File: config.mk
export PLATFORM = sky130hd
export DESIGN_NAME = cnt_lookahead_tree
export DESIGN_NICKNAME = d
export VERILOG_FILES = /design/src/rtl/cnt_lookahead_pkg.sv /design/src/rtl/cnt_la_pair.sv /design/src/rtl/cnt_la_single.sv /design/src/rtl/cnt_la_root.sv /design/src/rtl/cnt_lookahead_tree.sv
export SDC_FILE = /design/constraint.sdc
export NUM_CORES = 1
export LEC_CHECK = 0
export BUFFER_PORTS_ARGS = -buffer_cell sky130_fd_sc_hd__buf_2
export CAP_MARGIN = 20
export CORE_AREA = 2 2 39 41
export DETAILED_ROUTE_END_ITERATION = 10
export DIE_AREA = 0 0 41 43
export GPL_ROUTABILITY_DRIVEN = 0
export PLACE_DENSITY = 0.6
export SLEW_MARGIN = 10
export SYNTH_ARGS = -nofsm -noshare
export SYNTH_HDL_FRONTEND = slang
export SYNTH_SLANG_ARGS = --single-unit
File: constraint.sdc
create_clock -name vclk -period 2.1
set_clock_uncertainty 0.05 [all_clocks]
set_input_delay 0.315 -clock vclk [all_inputs]
set_output_delay 0.315 -clock vclk [all_outputs]
set_load 0.05 [all_outputs]
File: src/rtl/cnt_lookahead_pkg.sv
package cnt_lookahead_pkg;

   // Number of groups entering level k of a tree over n bits.
   function automatic int lvl_size(input int n, input int k);
      int s;
      s = n;
      for (int i = 0; i < k; i++) s = (s + 1) / 2;
      return s;
   endfunction

   // Number of pairing levels before the root; a level exists while size > 2.
   function automatic int lvl_count(input int n);
      int s;
      int c;
      s = n;
      c = 0;
      while (s > 2) begin
         s = (s + 1) / 2;
         c++;
      end
      return c;
   endfunction

   // Offset of level k inside the flattened per-level signal vectors.
   function automatic int lvl_offset(input int n, input int k);
      int o;
      o = 0;
      for (int i = 0; i < k; i++) o += lvl_size(n, i);
      return o;
   endfunction

endpackage

File: src/rtl/cnt_la_pair.sv
// Two-input merge cell. Inputs arrive in sense POS (1 = active high),
// merged propagate and per-input carries leave in the opposite sense.
// The carry from the next level arrives in sense POS as well.
module cnt_la_pair #(
   parameter bit POS = 1'b1
) (
   input  logic p_hi_i,   // more significant group (lower index)
   input  logic p_lo_i,   // less significant group (higher index)
   input  logic c_i,      // carry into the merged group
   output logic p_o,
   output logic c_hi_o,
   output logic c_lo_o
);
   logic ph, pl, cc;
   logic pm, ch, cl;

   assign ph = POS ? p_hi_i : ~p_hi_i;
   assign pl = POS ? p_lo_i : ~p_lo_i;
   assign cc = POS ? c_i    : ~c_i;

   assign pm = ph & pl;
   assign cl = cc;
   assign ch = cc & pl;

   assign p_o    = POS ? ~pm : pm;
   assign c_hi_o = POS ? ~ch : ch;
   assign c_lo_o = POS ? ~cl : cl;
endmodule

File: src/rtl/cnt_la_single.sv
// One-input cell for a leftover group: logically a pass-through, but the
// level sense flips, so both directions are inverted physically.
module cnt_la_single (
   input  logic p_i,
   input  logic c_i,
   output logic p_o,
   output logic c_o
);
   assign p_o = ~p_i;
   assign c_o = ~c_i;
endmodule

File: src/rtl/cnt_la_root.sv
// Closing cell over the last two groups. Carry into the least significant
// group is forced on; the enable only gates the counter carry-out.
module cnt_la_root #(
   parameter bit POS = 1'b1
) (
   input  logic p_hi_i,
   input  logic p_lo_i,
   input  logic en_i,
   output logic c_hi_o,
   output logic c_lo_o,
   output logic cout_o
);
   logic ph, pl;

   assign ph = POS ? p_hi_i : ~p_hi_i;
   assign pl = POS ? p_lo_i : ~p_lo_i;

   assign c_lo_o = POS ? 1'b0 : 1'b1;
   assign c_hi_o = POS ? ~pl : pl;
   assign cout_o = en_i & ph & pl;
endmodule

File: src/rtl/cnt_lookahead_tree.sv
module cnt_lookahead_tree
   import cnt_lookahead_pkg::*;
#(
   parameter int WIDTH = 16
) (
   input  logic [WIDTH-1:0] prop_i,
   input  logic             carry_en_i,
   output logic [WIDTH-1:0] carry_n_o,
   output logic             carry_out_o
);
   // reject degenerate widths at elaboration
   if (WIDTH < 2) begin : g_width_chk
      $error("cnt_lookahead_tree: WIDTH must be at least 2");
   end

   localparam int LEVELS = lvl_count(WIDTH);
   localparam int TOTAL  = lvl_offset(WIDTH, LEVELS + 1);
   localparam int ROFF   = lvl_offset(WIDTH, LEVELS);
   localparam bit RPOS   = (LEVELS % 2) == 0;

   // Flattened per-level vectors: level k occupies [OFF +: SZ].
   logic [TOTAL-1:0] pv;
   logic [TOTAL-1:0] cv;

   assign pv[WIDTH-1:0] = prop_i;
   assign carry_n_o     = cv[WIDTH-1:0];

   for (genvar k = 0; k < LEVELS; k++) begin : g_lvl
      localparam int SZ   = lvl_size(WIDTH, k);
      localparam int BLK  = (SZ + 1) / 2;
      localparam int OFF  = lvl_offset(WIDTH, k);
      localparam int NOFF = lvl_offset(WIDTH, k + 1);
      localparam bit POS  = (k % 2) == 0;

      for (genvar j = 0; j < BLK; j++) begin : g_cell
         if (2 * j == SZ - 1) begin : g_single
            cnt_la_single u_single (
               .p_i (pv[OFF + 2*j]),
               .c_i (cv[NOFF + j]),
               .p_o (pv[NOFF + j]),
               .c_o (cv[OFF + 2*j])
            );
         end else begin : g_pair
            cnt_la_pair #(.POS(POS)) u_pair (
               .p_hi_i (pv[OFF + 2*j]),
               .p_lo_i (pv[OFF + 2*j + 1]),
               .c_i    (cv[NOFF + j]),
               .p_o    (pv[NOFF + j]),
               .c_hi_o (cv[OFF + 2*j]),
               .c_lo_o (cv[OFF + 2*j + 1])
            );
         end
      end
   end

   cnt_la_root #(.POS(RPOS)) u_root (
      .p_hi_i (pv[ROFF]),
      .p_lo_i (pv[ROFF + 1]),
      .en_i   (carry_en_i),
      .c_hi_o (cv[ROFF]),
      .c_lo_o (cv[ROFF + 1]),
      .cout_o (carry_out_o)
   );
endmodule

After elaboration in Yosys (flattened, before gate mapping)
Index checks and enable logic that the tools add are counted.

word-level totals
  flip-flop bits (word level) = 0
  input port bits = 17

operators by class
  bitwise gates (word level) = 42

operators with widths
  operator     count
  $and 1x1->1  27
  $not 1->1    15

Depth between registers and ports, before layout
Gate-level depths: netlist of run 1.

  depth after elaboration = 7
  gate-level depth with buffers = 4
  mapped depth without buffers = 3

Modules after synthesis
Synthesis of run 1 repeated with hierarchy kept, for this count alone.

second synthesis, totals
  cell total of the unflattened synthesis = 62
  area, all modules = 305.3 um2

by module, submodules not included
  module              times used  cells an instance  area an instance (um2)  seq. area each (um2)
  cnt_la_pair         14          3                  11.3                    0.0
  cnt_lookahead_tree  1           16                 120.1                   0.0
  cnt_la_root         1           4                  27.5                    0.0

Worst setup path before layout of run 1
No wires, ideal clock.

  kind = in2out
  from = input prop_i[2]
  to = output carry_out_o
  arrival time = 1.198 ns
  required time = 1.735 ns
  path slack = 0.537 ns
  cell stages on the path = 3
  path buffers = 0
  cell sequence = and4_1 -> and4_1 -> and4_1

between the ends
  cells in the longest elaborated chain, start to end = 5

RTL lines
  element                    line                     source
  from (decl)                cnt_lookahead_tree.sv:6  input logic [WIDTH-1:0] prop_i,
  $and 1x1->1 (3 in series)  cnt_la_pair.sv:21        assign pm = ph & pl;
  $and 1x1->1 (2 in series)  cnt_la_root.sv:20        assign cout_o = en_i & ph & pl;
  to (decl)                  cnt_lookahead_tree.sv:9  output logic carry_out_o

Every way passes these cells.

Final worst setup path of run 1
  from = input prop_i[13]
  to = output carry_out_o

between the ends
  cells in the longest elaborated chain, start to end = 4

RTL lines
  element                    line
  $and 1x1->1 (3 in series)  cnt_la_pair.sv:21
  $and 1x1->1                cnt_la_root.sv:20

Every way passes these cells.

==> results of run 1 <==
==> worst min-delay path: cells and delay by family <==
kind | cells | cell delay, ps
buf+inv | 2 | 290
simple gates | 1 | 40
==> cell type report <==
cell class,count,share of cell area [%]
inverters,4,4.23
multi-input cells,22,43.7
well taps,16,5.63
repair buffers,33,46.5
==> cells by family (layout without fill, tap and decap cells) <==
family,after synthesis,count (layout)
and+or+nand+nor,21,21
buffers and inverters,20,37
other,1,1
==> through the flow <==
| step | power, mW | std cells | cell area [sq um] |
|---|---|---|---|
| global placement | 0.0538 | 75 | 355 |
| detailed placement | 0.0546 | 75 | 355 |
| CTS | 0.0547 | 75 | 355 |
| floorplan | 0.0349 | 42 | 290 |
| global route | 0.0589 | 75 | 355 |
| finish | 0.0539 | 75 | 355 |
==> layout by cell type (no fill, tap or decap), drive strengths merged <==
cell | synthesis | routed
and3 | 1 | 1
and4 | 3 | 3
buf | 16 | 33
conb | 1 | 1
inv | 4 | 4
nand2 | 9 | 9
nand3 | 3 | 3
nand4 | 2 | 2
nor2 | 1 | 1
nor3 | 1 | 1
nor4 | 1 | 1
==> final timing paths <==
| kind | from | end | slack (ps) | cells after the start |
|---|---|---|---|---|
| max | prop_i[13] | carry_out_o | 390 | 5 |
| min | prop_i[9] | carry_n_o[8] | 900 | 3 |
==> cells in the mapped netlist <==
cell and instances:
buf_4 16, nand2_1 8, inv_1 4, and4_1 3
nand3_1 3, and3_1 1, conb_1 1, nand2_4 1
nand4_1 1, nand4_4 1, nor2_1 1, nor3_2 1
nor4_4 1
==> metal layers <==
metal	track usage [%]	share of wire [%]	wire length, um	vias to the layer above
met5	0	0	0	-
met4	0	0	0	0
met3	0.524	12	72	0
met2	16.6	55	333	18
met1	7.59	33	202	125
li1	-	-	-	158
==> power groups by stage <==
stage | logic (mW) | clock network [mW] | registers [mW]
final | 0.0539 | 0 | 0
after CTS | 0.0547 | 0 | 0
after global placement | 0.0538 | 0 | 0
after floorplan | 0.0349 | 0 | 0
after global routing | 0.0589 | 0 | 0
after detailed placement | 0.0546 | 0 | 0
==> impl_metrics.csv, run 1 <==
group,metric,value,unit
timing,rsz0062_at_grt,"false",
power,p_comb_share,100.0,%
critical_path,critPathTopFamily,"simple AND/OR/NAND/NOR gates",
floorplan,die_y,43,um
routing,routedWlPerCell,8.12,um
placement,dp_hpwl,595,um
critical_path,critical_path_peak_fanout,4,
routing,drt_wl_total,609,um
grt,antenna_found_initial,0,
routing,num_vias,301,
timing,worst_hold_slack,903,ps
layout,regArea,0,sq um
layout,n_sequential_cell,0,
power,pwr-share-clk,0,%
floorplan,die_area,1760,sq um
layout,nets,78,
critical_path,crit_arrival,1340,ps
run_status,status,"completed",
critical_path,cp-end-kind,"primary output",
critical_path,cp.required,1740,ps
critical_path,cp_slowest_stage_delay,280,ps
grt,grt.overflow.total,0,
layout,clkbuf_count,0,
layout,drive_gt1_share,62.7,%
synth,synth.avg_cell_area,6.91,sq um
floorplan,initial_core_util,21.0,%
synth,ys_warn_count,0,
routing,drtIter0Drc,0,
critical_path,worstSetupStartpointType,"input port",
synth,synth.largest_area_cell,"buf_4",
floorplan,fp.dieW,41,um
synth,synthTopCellsByArea,"buf_4 (41%), nand2_1 (10%), and4_1 (9.1%), nand4_4 (7.3%), nor4_4 (7.3%)",
cts,cts_hold_buf,0,
power,switching_share,67.2,%
timing,setup_tns,0,ps
cts,cts_setup_buffers,0,
layout,multi_input_area,155,sq um
layout,syn_to_final_growth,22.4,%
synth,synth_cells,42,
floorplan,ioPinCount,34,
timing,hold_viol,0,
grt,grt_pass1_vias,292,
timing,timing.fmax,0.586,GHz
grt,grt_max_degree,6,
routing,vias_per_cell,4.01,
power,leakagePower,0.161,nW
power,power.share.sequential,0,%
routing,route.detailed.drc,0,
critical_path,worst-setup-path-type,"in2out",
power,intPower,17.7,uW
layout,fin_util,25.7,%
grt,grt_usage,7.79,%
routing,dr.pass1.iters,1,
synth,synthXorXnorAreaFrac,0,%
synth,synthMuxAreaShare,0,%
critical_path,worst-path-buf-inv,2,
power,netSwitchingPower,36.2,uW
layout,final.fill_count,165,
worst_hold_path,worstHoldPathType,"in2out",
grt,grt_first_pass_wirelength,1060,um
routing,ant_nets,0,
synth,synth_top_cell_area_share,41.4,%
power,ir_worst_vdd,0.0563,mV
synth,synth_fp_nets,59,
placement,post-place-ws,359,ps
power,power_density,152,nW/um^2
placement,numPortBuffers,33,
timing,period_minus_slack,1710,ps
timing,finalWorstSetupSlack,395,ps
synth,yosysUniqueCellTypes,13,
timing,setup_viol,0,
synth,synth_compound_area_share,0,%
critical_path,crit_chain,"buf_2 > nand4_4 > nor3_2 > and4_1 > buf_2",
run,maxCapViolCount,0,
critical_path,critPathMostFrequentCell,"buf_2",
synth,synth_top_family_by_area,"simple AND/OR/NAND/NOR gates",
cts,cts_resized,0,
layout,diodes,0,
critical_path,slowest_stage,"nor3_2",
synth,ys_seq_area_share,0,%
synth,synth_area,290,sq um
floorplan,core,1380,sq um
timing,min_period_over_period,81.2,%
timing,maxSlewViolCount,0,
synth,synth_simple_gate_area_share,52.2,%
synth,synth_fa_ha_area_share,0,%
floorplan,rows,14,
Note: power is estimated with default switching activity, not from simulation.
==> run 2: changes to the inputs <==
- PLACE_DENSITY: 0.6 -> 0.62
- clock period: 2.1 -> 1.4 ns (I/O delays scaled with it)
==> impl_metrics.csv, run 2 (same netlist as run 1, synthesis figures left out) <==
group,metric,value,unit
routing,dr.pass1.iters,2,
grt,grt_usage,8.79,%
power,fin_total_pwr,100,uW
floorplan,core,1380,sq um
floorplan,rows,14,
critical_path,startpoint,"prop_i[13]",
placement,numPortBuffers,33,
critical_path,cp.required,1140,ps
layout,multi_input_area,155,sq um
floorplan,initial_core_util,21.0,%
routing,drt_wl_total,719,um
grt,grt_max_degree,6,
grt,grt.overflow.total,0,
routing,num_vias,329,
floorplan,fp.dieW,41,um
layout,diodes,0,
layout,final_common_cell,"buf_2",
routing,vias_per_cell,4.01,
critical_path,worstSetupStartpointType,"input port",
critical_path,critical_path_peak_fanout,4,
floorplan,ioPinCount,34,
floorplan,die_y,43,um
timing,setup_viol,0,
run_status,status,"completed",
grt,grt_first_pass_wirelength,1150,um
timing,hold_viol,0,
critical_path,worst-setup-path-type,"in2out",
layout,n_sequential_cell,0,
grt,grt_pass1_vias,295,
critical_path,cp-end-kind,"primary output",
run,maxCapViolCount,0,
power,ir_worst_vdd,0.101,mV
layout,drive_gt1_share,66.7,%
worst_hold_path,worstHoldPathType,"in2out",
timing,worst_hold_slack,695,ps
critical_path,critPathMostFrequentCell,"buf_4",
timing,maxSlewViolCount,0,
layout,regArea,0,sq um
layout,mostFrequentLayoutCells,"buf_2 (26), nand2_1 (8), buf_4 (8), buf_6 (5), inv_1 (4)",
layout,syn_to_final_growth,55.6,%
critical_path,crit_chain,"buf_8 > nand4_4 > buf_4 > nor3_2 > buf_4 > nand2_1 > buf_2",
layout,nets,85,
layout,postLayoutCellArea,452,sq um
critical_path,crit_path_end,"carry_n_o[0]",
routing,route.detailed.drc,0,
routing,drtIter0Drc,1,
cts,cts_hold_buf,0,
timing,min_period_over_period,98.8,%
timing,timing.fmax,0.723,GHz
power,leakagePower,0.210,nW
power,power_density,222,nW/um^2
layout,fin_util,32.6,%
timing,period_minus_slack,1380,ps
floorplan,die_area,1760,sq um
placement,dp_hpwl,652,um
routing,routedWlPerCell,8.77,um
routing,ant_nets,0,
critical_path,crit_arrival,1120,ps
placement,post_dp_cell_area,393,sq um
layout,final.fill_count,168,
grt,antenna_found_initial,0,
timing,rsz0062_at_grt,"true",
layout,clkbuf_count,0,
critical_path,cp_slowest_stage_delay,200,ps
critical_path,slowest_stage,"buf_2",
run 2: cell count changes in the layout (fill, tap and decap cells not counted):
cell   delta
buf_4     +8
buf_2     -7
buf_6     +5
buf_8     +1
run 2: worst max-delay path: cells and delay by family:
kind / cells / cell delay, ps
buffers and inverters: 4 / 570
and+or+nand+nor: 3 / 330
run 2: report_power, final:
group / switching, mW / total, mW / internal (mW)
logic: 0.0572 / 0.100 / 0.0432
clock network: 0 / 0 / 0
registers: 0 / 0 / 0
run 2: what timing repair did:
| item | CTS | global route |
|---|---|---|
| cloned | 0 | 0 |
| pin swaps | 3 | 4 |
| setup endpoints to repair | 4 | 4 |
| buffers inserted | 1 | 1 |
| gates resized for setup | 8 | 4 |
run 2: layout make-up:
type / instances / area share [%]
Inverter: 4 / 3.32
Multi-Input combinational cell: 22 / 34.3
Tap cell: 16 / 4.43
Timing Repair Buffer: 40 / 57.9
run 2: stage by stage:
step                      setup TNS, ps  std cells  setup slack (ps)
final                                 0         82              16.5
after detailed placement           -123         80             -64.1
after global placement            -80.1         80             -48.0
after floorplan                       0         42              46.9
after global routing               -168         82             -63.4
after CTS                         -22.6         81             -22.6
run 2: worst min-delay path by stage:
stage | startpoint | slack [ps] | cells after the start | end
final | prop_i[13] | 700 | 3 | carry_n_o[11]
after global routing | prop_i[9] | 710 | 3 | carry_n_o[8]
after CTS | prop_i[13] | 700 | 3 | carry_n_o[11]
after detailed placement | prop_i[9] | 700 | 3 | carry_n_o[8]
after global placement | prop_i[9] | 700 | 3 | carry_n_o[8]
after floorplan | prop_i[15] | 560 | 2 | carry_n_o[14]
run 2: per-layer routing:
metal | up-vias | track usage [%] | wire length (um)
li1 | 172 | - | -
met1 | 137 | 8.54 | 224
met2 | 20 | 18.8 | 409
met3 | 0 | 0.524 | 85
met4 | 0 | 0 | 0
met5 | - | 0 | 0
